`src/rtl/shifter_pkg.sv`:
```
package shifter_pkg;
  typedef struct packed {
    logic load;
    logic holdLow;
    logic present;
    logic advance;
    logic quiet;
  } shiftCmd_t;
endpackage

```
`src/rtl/shift_ctrl.sv`:
```
module shift_ctrl
  import shifter_pkg::*;
#(
  parameter int W = 12,
  parameter int SHORT_MIN = 2,
  parameter int SHORT_MAX = 8,
  parameter int CNT_W = 5
) (
  input  logic             clk,
  input  logic             rstN,
  input  logic             sclkIn,
  input  logic             csN,
  input  logic             eocStrobe,
  output shiftCmd_t        cmd,
  output logic             shortCycle,
  output logic [CNT_W-1:0] shortEdges
);
  localparam int BIT_W = $clog2(W + 1);
  localparam logic [CNT_W-1:0] CNT_MAX = {CNT_W{1'b1}};

  logic sclkPrev, csPrev, sclkFall, csFall, csRise;
  logic armed, active;
  logic [BIT_W-1:0] bitsOut;
  logic [CNT_W-1:0] edgeCnt;

  assign sclkFall = sclkPrev & ~sclkIn;
  assign csFall   = csPrev & ~csN;
  assign csRise   = ~csPrev & csN;

  always_comb begin
    cmd = '0;
    if (eocStrobe) begin
      cmd.load    = 1'b1;
      cmd.holdLow = ~csN;
      cmd.quiet   = csN;
    end else if (csRise) begin
      cmd.quiet = 1'b1;
    end else if (csFall && armed) begin
      cmd.present = 1'b1;
    end else if (sclkFall && active && !csN) begin
      if (bitsOut == '0)                   cmd.present = 1'b1;
      else if (bitsOut < BIT_W'(W))        cmd.advance = 1'b1;
      else                                 cmd.quiet   = 1'b1;
    end
  end

  always_ff @(posedge clk) begin
    if (!rstN) begin
      sclkPrev   <= 1'b1;
      csPrev     <= 1'b1;
      armed      <= 1'b0;
      active     <= 1'b0;
      bitsOut    <= '0;
      edgeCnt    <= '0;
      shortCycle <= 1'b0;
      shortEdges <= '0;
    end else begin
      sclkPrev <= sclkIn;
      csPrev   <= csN;
      if (eocStrobe) begin
        armed   <= csN;
        active  <= ~csN;
        bitsOut <= '0;
      end else if (csRise) begin
        active <= 1'b0;
      end else if (csFall && armed) begin
        armed   <= 1'b0;
        active  <= 1'b1;
        bitsOut <= BIT_W'(1);
      end else if (sclkFall && active && !csN) begin
        if (bitsOut == BIT_W'(W)) active  <= 1'b0;
        else                      bitsOut <= bitsOut + 1'b1;
      end
      if (csFall)
        edgeCnt <= '0;
      else if (sclkFall && !csN && edgeCnt != CNT_MAX)
        edgeCnt <= edgeCnt + 1'b1;
      shortCycle <= csRise && (edgeCnt >= CNT_W'(SHORT_MIN)) && (edgeCnt <= CNT_W'(SHORT_MAX));
      if (csRise) shortEdges <= edgeCnt;
    end
  end

  // a short-cycle pulse lasts one cycle and reports an in-range count
  a_r8_pulse_single: assert property (@(posedge clk) disable iff (!rstN)
    shortCycle |=> !shortCycle);
  a_r8_count_range: assert property (@(posedge clk) disable iff (!rstN)
    shortCycle |-> (shortEdges >= CNT_W'(SHORT_MIN) && shortEdges <= CNT_W'(SHORT_MAX)));
  // the bit counter never passes the word length
  a_r5_bits_bound: assert property (@(posedge clk) disable iff (!rstN)
    bitsOut <= BIT_W'(W));
endmodule

```
`src/rtl/shift_data.sv`:
```
module shift_data
  import shifter_pkg::*;
#(
  parameter int W = 12
) (
  input  logic         clk,
  input  logic         rstN,
  input  shiftCmd_t    cmd,
  input  logic [W-1:0] eocData,
  output logic         sdoData,
  output logic         sdoOe
);
  logic [W-1:0] shiftReg;
  logic holdFlag;

  always_ff @(posedge clk) begin
    if (!rstN) begin
      shiftReg <= '0;
      holdFlag <= 1'b0;
      sdoOe    <= 1'b0;
    end else begin
      if (cmd.load)         shiftReg <= eocData;
      else if (cmd.advance) shiftReg <= {shiftReg[W-2:0], 1'b0};
      if (cmd.holdLow) begin
        sdoOe    <= 1'b1;
        holdFlag <= 1'b1;
      end else if (cmd.present) begin
        sdoOe    <= 1'b1;
        holdFlag <= 1'b0;
      end else if (cmd.quiet) begin
        sdoOe    <= 1'b0;
        holdFlag <= 1'b0;
      end
    end
  end

  assign sdoData = holdFlag ? 1'b0 : shiftReg[W-1];

  // the controller only advances bits while the pad is driven
  a_r3_advance_driven: assert property (@(posedge clk) disable iff (!rstN)
    cmd.advance |-> sdoOe);
endmodule

```
`src/rtl/serial_result_shifter.sv`:
```
module serial_result_shifter
  import shifter_pkg::*;
#(
  parameter int W = 12,
  parameter int SHORT_MIN = 2,
  parameter int SHORT_MAX = 8,
  parameter int CNT_W = $clog2(W + 4) + 1
) (
  input  logic             clk,
  input  logic             rstN,
  input  logic             sclkIn,
  input  logic             csN,
  input  logic             eocStrobe,
  input  logic [W-1:0]     eocData,
  output logic             sdoData,
  output logic             sdoOe,
  output logic             shortCycle,
  output logic [CNT_W-1:0] shortEdges
);
  shiftCmd_t cmd;

  shift_ctrl #(.W(W), .SHORT_MIN(SHORT_MIN), .SHORT_MAX(SHORT_MAX), .CNT_W(CNT_W)) u_ctrl (
    .clk(clk), .rstN(rstN), .sclkIn(sclkIn), .csN(csN), .eocStrobe(eocStrobe),
    .cmd(cmd), .shortCycle(shortCycle), .shortEdges(shortEdges)
  );

  shift_data #(.W(W)) u_data (
    .clk(clk), .rstN(rstN), .cmd(cmd), .eocData(eocData),
    .sdoData(sdoData), .sdoOe(sdoOe)
  );

  // chip select high always leaves the pad released on the next cycle
  a_r6_cs_high_release: assert property (@(posedge clk) disable iff (!rstN)
    csN |=> !sdoOe);
  // strobe with chip select low drives the line low next cycle
  a_r4_busy_low: assert property (@(posedge clk) disable iff (!rstN)
    (eocStrobe && !csN) |=> (sdoOe && !sdoData));
  // strobe with chip select high keeps the pad released
  a_r2_no_early_drive: assert property (@(posedge clk) disable iff (!rstN)
    (eocStrobe && csN) |=> !sdoOe);
endmodule

```
`config.mk`:
```
export PLATFORM = sky130hd
export DESIGN_NAME = serial_result_shifter
export DESIGN_NICKNAME = d
export VERILOG_FILES = /design/src/rtl/shifter_pkg.sv /design/src/rtl/shift_ctrl.sv /design/src/rtl/shift_data.sv /design/src/rtl/serial_result_shifter.sv
export SDC_FILE = /design/constraint.sdc
export NUM_CORES = 1
export LEC_CHECK = 0
export ABC_CLOCK_PERIOD_IN_PS = 2800
export BUFFER_PORTS_ARGS = -buffer_cell sky130_fd_sc_hd__buf_2
export CAP_MARGIN = 20
export CORE_ASPECT_RATIO = 1.1
export CORE_MARGIN = 2
export CORE_UTILIZATION = 45
export DETAILED_ROUTE_END_ITERATION = 7
export PLACE_DENSITY = 0.66
export RECOVER_POWER = 25
export SLEW_MARGIN = 25
export SYNTH_ARGS = -nofsm -noshare
export SYNTH_HDL_FRONTEND = slang
export SYNTH_SLANG_ARGS = --single-unit
```
`constraint.sdc`:
```
create_clock -name clk -period 2.8 [get_ports clk]
set_input_delay 0.42 -clock clk [delete_from_list [all_inputs] [get_ports clk]]
set_output_delay 0.42 -clock clk [all_outputs]
set_load 0.01 [all_outputs]
```
==> flow_summary.ini, run 1 <==
[power_and_ir_drop]
leakage_nw = 0.6923
peakVddDrop_v = 0.0003227
power_density_mw_per_mm2 = 481.1

[synth]
netlist_area_mm2 = 0.001583
synth_area_leaders = dfxtp_1 (42%), a211oi_2 (7.9%), nor2_1 (5.0%)
syn_inst = 181
synth_top_area_share_pct = 41.74
yosysSeqAreaShare_pct = 41.74
yosysTopAreaCell = dfxtp_1
synth_nets = 203
syn_area_per_cell_um2 = 8.745
ys_ff_latch = 33
yosysUniqueCellTypes = 38
yosys_warnings = 0

[finish]
num_antenna_cells = 0
nets = 224
final_util_pct = 52.76
fill_cells = 329
final_cell_mix = dfxtp_1 (33), buf_2 (22), nor2_1 (21)
seq_area_um2 = 660.6
layout_commonest_cell = dfxtp_1
final_cells = 250
drive_above_1_share_pct = 20.79
multi_input_area_um2 = 848.3
syn_to_final_growth_pct = 11.94

[place]
dpl.hpwl_um = 2292
gp_congestion = 0.8103
dp_cells = 243
io_buffers = 24
place_ws_ns = 0.6165

[run_status]
status = finished clean

[sta]
relSlewSlack_pct = 34.52
rsz0062_at_grt = false
tns_ns = 0
fin_crit_sh_pct = 73.53
finalHoldViolCount = 0
max_freq_mhz = 485.7
skew_ns = 0.01215
setup_viol = 0
setup_slack_ns = 0.7412
fin_crit_ns = 2.059
tightest_slew_ns = 0.9823
report.final.slew_viol_count = 0

[global_route]
grt_pass1_vias = 1303
grt-ovfl-total = 0
grt_start_max_net_pins = 29
antenna_found_initial = 0
grt_pass1_wl_um = 5761
grt_use_total_pct = 19.35

[critical_path]
criticalPathCategory = flop to flop
crit_arrival_ns = 2.27
cp-end-kind = flop
start_kind = flop
path_cells = ha_1 -> and3_1 -> ha_1 -> nor4b_2 -> nand4_1 -> xor2_1 -> nor2_1
crit_top_cell = ha_1
slowest_delay_ns = 0.57
worstPathMaxFanout = 6
worst-path-buf-inv = 0
cpLargestDelayFamily = simple AND/OR/NAND/NOR gates
critPathLaunch = u_ctrl.edgeCnt[0]
r2r-start = u_ctrl.edgeCnt[0]
cp.required_ns = 3.01
cp_slowest_cell = nor4b_2

[clock_tree]
h-tree-depth = 2
cts_setup_buffers = 0
clk_pin_slew_worst_paths_ns = 0.10
clk_path_buf_depth = 2
numCtsBuffers = 5
clock_sinks = 33
cts_root_buf = clkbuf_4
post_cts_resized = 0
insertion_delay_ns = 0.33
cts_tree = built
hold_buffers = 0

[detailed_routing]
wire_per_inst_um = 12.86
drt-total-wl_um = 3216
vias = 1349
postRouteAntennaNets = 0
drt_iter0_drc = 69
via_per_inst = 5.396
drt-pass1-iter-count = 4
route.detailed.drc = 0

[die]
core_area_mm2 = 0.003358
placementRows = 22
fp.dieH_um = 66.20
die_width_um = 60.55
io_pins = 25
dieArea_mm2 = 0.004008
initial_core_util_pct = 47.13

[min_path]
hp-class = primary input to flop
hold_path_startpoint = sclkIn

[job]
max-cap-violations = 0
cell usage after synthesis, drive strengths merged:
master   n
dfxtp   33
nor2    21
nand2   19
o21ai   13
a211oi  11
nor4    11
a21boi   7
clkbuf   7
nand3    7
inv      6
ha       5
a21oi    4
buf      4
nand2b   4
xor2     4
and3     3
and2     2
mux2i    2
nor2b    2
o31ai    2
xnor2    2
a31oi    1
and4b    1
and4bb   1
nand3b   1
nand4    1
nor3b    1
nor4b    1
o211ai   1
o221a    1
o22ai    1
or2      1
or3b     1
where the power goes:
| group | total [mW] | switching [mW] | internal, mW | leakage (nW) |
|---|---|---|---|---|
| clock | 0.269 | 0.151 | 0.118 | 0.0314 |
| sequential | 0.498 | 0.0107 | 0.488 | 0.270 |
| combinational | 0.0847 | 0.0492 | 0.0354 | 0.391 |
| total | 0.852 | 0.211 | 0.641 | 0.692 |
metrics by stage:
| step | area (um^2) | hold WS [ns] | power (mW) |
|---|---|---|---|
| after floorplan | 1583 | 0.4470 | 0.5682 |
| after global placement | 1719 | 0.4457 | 0.5904 |
| after detailed placement | 1719 | 0.4548 | 0.5948 |
| after CTS | 1774 | 0.3013 | 0.8633 |
| after global routing | 1772 | 0.3015 | 0.8981 |
| final | 1772 | 0.3127 | 0.8523 |
final timing paths:
| check | slack (ns) | cells after the start | endpoint |
|---|---|---|---|
| hold reg to reg | 0.48 | 2 | u_ctrl.shortEdges[1] |
| setup / recovery | 0.74 | 7 | u_ctrl.edgeCnt[3] |
| setup reg to reg | 0.74 | 7 | u_ctrl.edgeCnt[3] |
| hold / removal | 0.31 | 2 | u_ctrl.sclkPrev |
final cells by class:
cell class                 count  share of cell area [%]
inverter                       6                   1.271
timing repair buffer          25                   7.062
clock buffer                   7                   3.107
multi-input combinational    131                   47.88
tap                           48                   3.390
sequential                    33                   37.29
cells by family after synthesis:
logic type / after synthesis / synth area share [%]
adder cells (fa/ha/maj): 5 / 3.953
AO/OA/AOI/OAI: 41 / 20.00
buffers and inverters: 17 / 4.664
flip-flops: 33 / 41.74
AND/OR/NAND/NOR: 77 / 25.06
multiplexers: 2 / 1.265
XOR/XNOR: 6 / 3.320
sequential cells by signal, indices dropped and copies added (netlist names):
signal,flops
u_ctrl.active,1
u_data.shiftReg,12
u_ctrl.sclkPrev,1
u_ctrl.bitsOut,4
u_data.sdoOe,1
u_data.holdFlag,1
u_ctrl.shortCycle,1
u_ctrl.armed,1
u_ctrl.shortEdges,5
u_ctrl.csPrev,1
u_ctrl.edgeCnt,5
layer usage:
metal / up-vias / part of all wire (%) / GRT usage (%)
li1: 684 / - / -
met1: 630 / 45 / 21.70
met2: 26 / 48 / 33.15
met3: 9 / 4.8 / 6.067
met4: 0 / 2.0 / 8.152
met5: - / 0 / 0
Note: power is estimated with default switching activity, not from simulation.
==> run 2: changes to the inputs <==
Settings changed: ABC_CLOCK_PERIOD_IN_PS 2800 to 1800, PLACE_DENSITY 0.66 to 0.68.
Clock period 2.8 ns to 1.8 ns, I/O delays scaled along.
==> flow_summary.ini, run 2 (synthesized netlist as in run 1, its figures left out) <==
[die]
initial_core_util_pct = 47.13
dieArea_mm2 = 0.004008
io_pins = 25
fp.dieH_um = 66.20
placementRows = 22
die_width_um = 60.55
core_area_mm2 = 0.003358

[sta]
report.final.slew_viol_count = 0
relSlewSlack_pct = 69.38
skew_ns = 0.01761
setup_viol = 0
fin_crit_ns = 1.756
fin_crit_sh_pct = 97.54
finalHoldViolCount = 0
tightest_slew_ns = 0.4563
max_freq_mhz = 569.6
rsz0062_at_grt = true

[job]
max-cap-violations = 0

[global_route]
grt_start_max_net_pins = 27
grt_pass1_wl_um = 5754
grt_use_total_pct = 19.22
grt_pass1_vias = 1373
antenna_found_initial = 0
grt-ovfl-total = 0

[finish]
regMostFlops = u_data.shiftReg
num_antenna_cells = 0
largest_reg_flops = 12
syn_to_final_growth_pct = 23.40
fill_cells = 340
layout_commonest_cell = dfxtp_1
final_util_pct = 58.16
nets = 239
drive_above_1_share_pct = 32.72
top_regs = u_data.shiftReg (12), u_ctrl.edgeCnt (5), u_ctrl.shortEdges (5)
final_cell_mix = dfxtp_1 (30), buf_2 (24), nor2_1 (21)

[detailed_routing]
drt-total-wl_um = 3386
drt_iter0_drc = 50
wire_per_inst_um = 12.78
drt-pass1-iter-count = 4
vias = 1400
via_per_inst = 5.283
route.detailed.drc = 0
postRouteAntennaNets = 0

[power_and_ir_drop]
p_clk_share_pct = 31.1
seqPwrFrac_pct = 57.6
power_mw = 1.344
swShare_pct = 24.86
leakage_nw = 0.7865
peakVddDrop_v = 0.0004842
power_density_mw_per_mm2 = 688.2
p_comb_share_pct = 11.3
p_sw_uw = 334.1
intPower_mw = 1.010

[clock_tree]
clk_path_buf_depth = 2
h-tree-depth = 2
hold_buffers = 0
clk_pin_slew_worst_paths_ns = 0.11
clock_sinks = 33
cts_tree = built
insertion_delay_ns = 0.33
numCtsBuffers = 5
cts_root_buf = clkbuf_4

[place]
io_buffers = 24
dpl.hpwl_um = 2431
gp_congestion = 0.8094

[critical_path]
reg2reg_slack_ns = 0.04
r2r-start = u_ctrl.bitsOut[0]
cp-end-kind = flop
reg2reg_depth = 7
critPathLaunch = u_ctrl.bitsOut[0]
r2r_end = u_data.shiftReg[10]
criticalPathCategory = flop to flop
start_kind = flop
cp.required_ns = 2.04
worstPathMaxFanout = 4
crit_arrival_ns = 2.00
endpoint = u_data.shiftReg[10]

[min_path]
hp-class = primary input to flop

[run_status]
status = finished clean
==> run 2: layout make-up <==
cell class	count	area, um^2	share of cell area (%)
clock buffer	6	51.30	2.627
clock inverter	1	7.507	0.3844
inverter	6	22.52	1.153
multi-input combinational	131	903.4	46.25
sequential	33	664.4	34.02
tap	48	60.06	3.075
timing repair buffer	40	244.0	12.49
==> run 2: worst max-delay path, cell delays in order (launching register included) <==
cell and delay (ns):
dfxtp_2 0.35, inv_2 0.05, ha_4 0.15, nor3b_4 0.15, or3b_1 0.37, or2_4 0.28, buf_6 0.13, a211oi_2 0.20
==> run 2: how the worst min path moves through the flow <==
| stage | start | end | slack (ns) | depth (start not counted) |
|---|---|---|---|---|
| after floorplan | rstN | u_ctrl.sclkPrev | 0.34 | 1 |
| after global routing | eocData[0] | u_data.shiftReg[0] | 0.18 | 3 |
| after global placement | u_ctrl.shortEdges[4] | u_ctrl.shortEdges[4] | 0.44 | 2 |
| after CTS | eocData[0] | u_data.shiftReg[0] | 0.17 | 3 |
| final | eocData[0] | u_data.shiftReg[0] | 0.18 | 3 |
| after detailed placement | u_ctrl.shortEdges[0] | u_ctrl.shortEdges[0] | 0.45 | 2 |
==> run 2: through the flow <==
step | setup TNS (ns) | hold slack (ns) | setup slack, ns | cells | instance area (um^2)
5_1_grt | -0.09403 | 0.1756 | -0.03578 | 265 | 1953
3_5_place_dp | -0.1023 | 0.4526 | -0.03024 | 257 | 1833
3_3_place_gp | 0 | 0.4435 | 0.02739 | 257 | 1833
2_1_floorplan | -0.1050 | 0.3430 | -0.01051 | 181 | 1592
4_1_cts | 0 | 0.1676 | 0.01471 | 264 | 1898
6_report | 0 | 0.1825 | 0.04433 | 265 | 1953
==> run 2: power by group through the flow <==
stage | clock network (mW) | registers, mW | logic, mW
after floorplan | 0 | 0.788 | 0.0974
after global placement | 0 | 0.789 | 0.144
after detailed placement | 0 | 0.791 | 0.150
after CTS | 0.440 | 0.774 | 0.151
after global routing | 0.471 | 0.778 | 0.170
final | 0.418 | 0.774 | 0.152
==> run 2: routing by layer <==
metal,vias to the layer above,GRT usage (%),share of wire [%]
li1,711,-,-
met1,658,21.57,43
met2,29,33.42,51
met3,2,5.284,4.9
met4,0,8.152,0.59
met5,-,0,0
==> run 2: what timing repair did <==
| action | 4_1_cts | 5_1_grt |
|---|---|---|
| endpoints found under the setup margin | 10 | 15 |
| endpoints found under the hold margin | 0 | 0 |
| setup buffers | 0 | 1 |
| pin swaps | 0 | 5 |
| gates resized for setup | 3 | 12 |
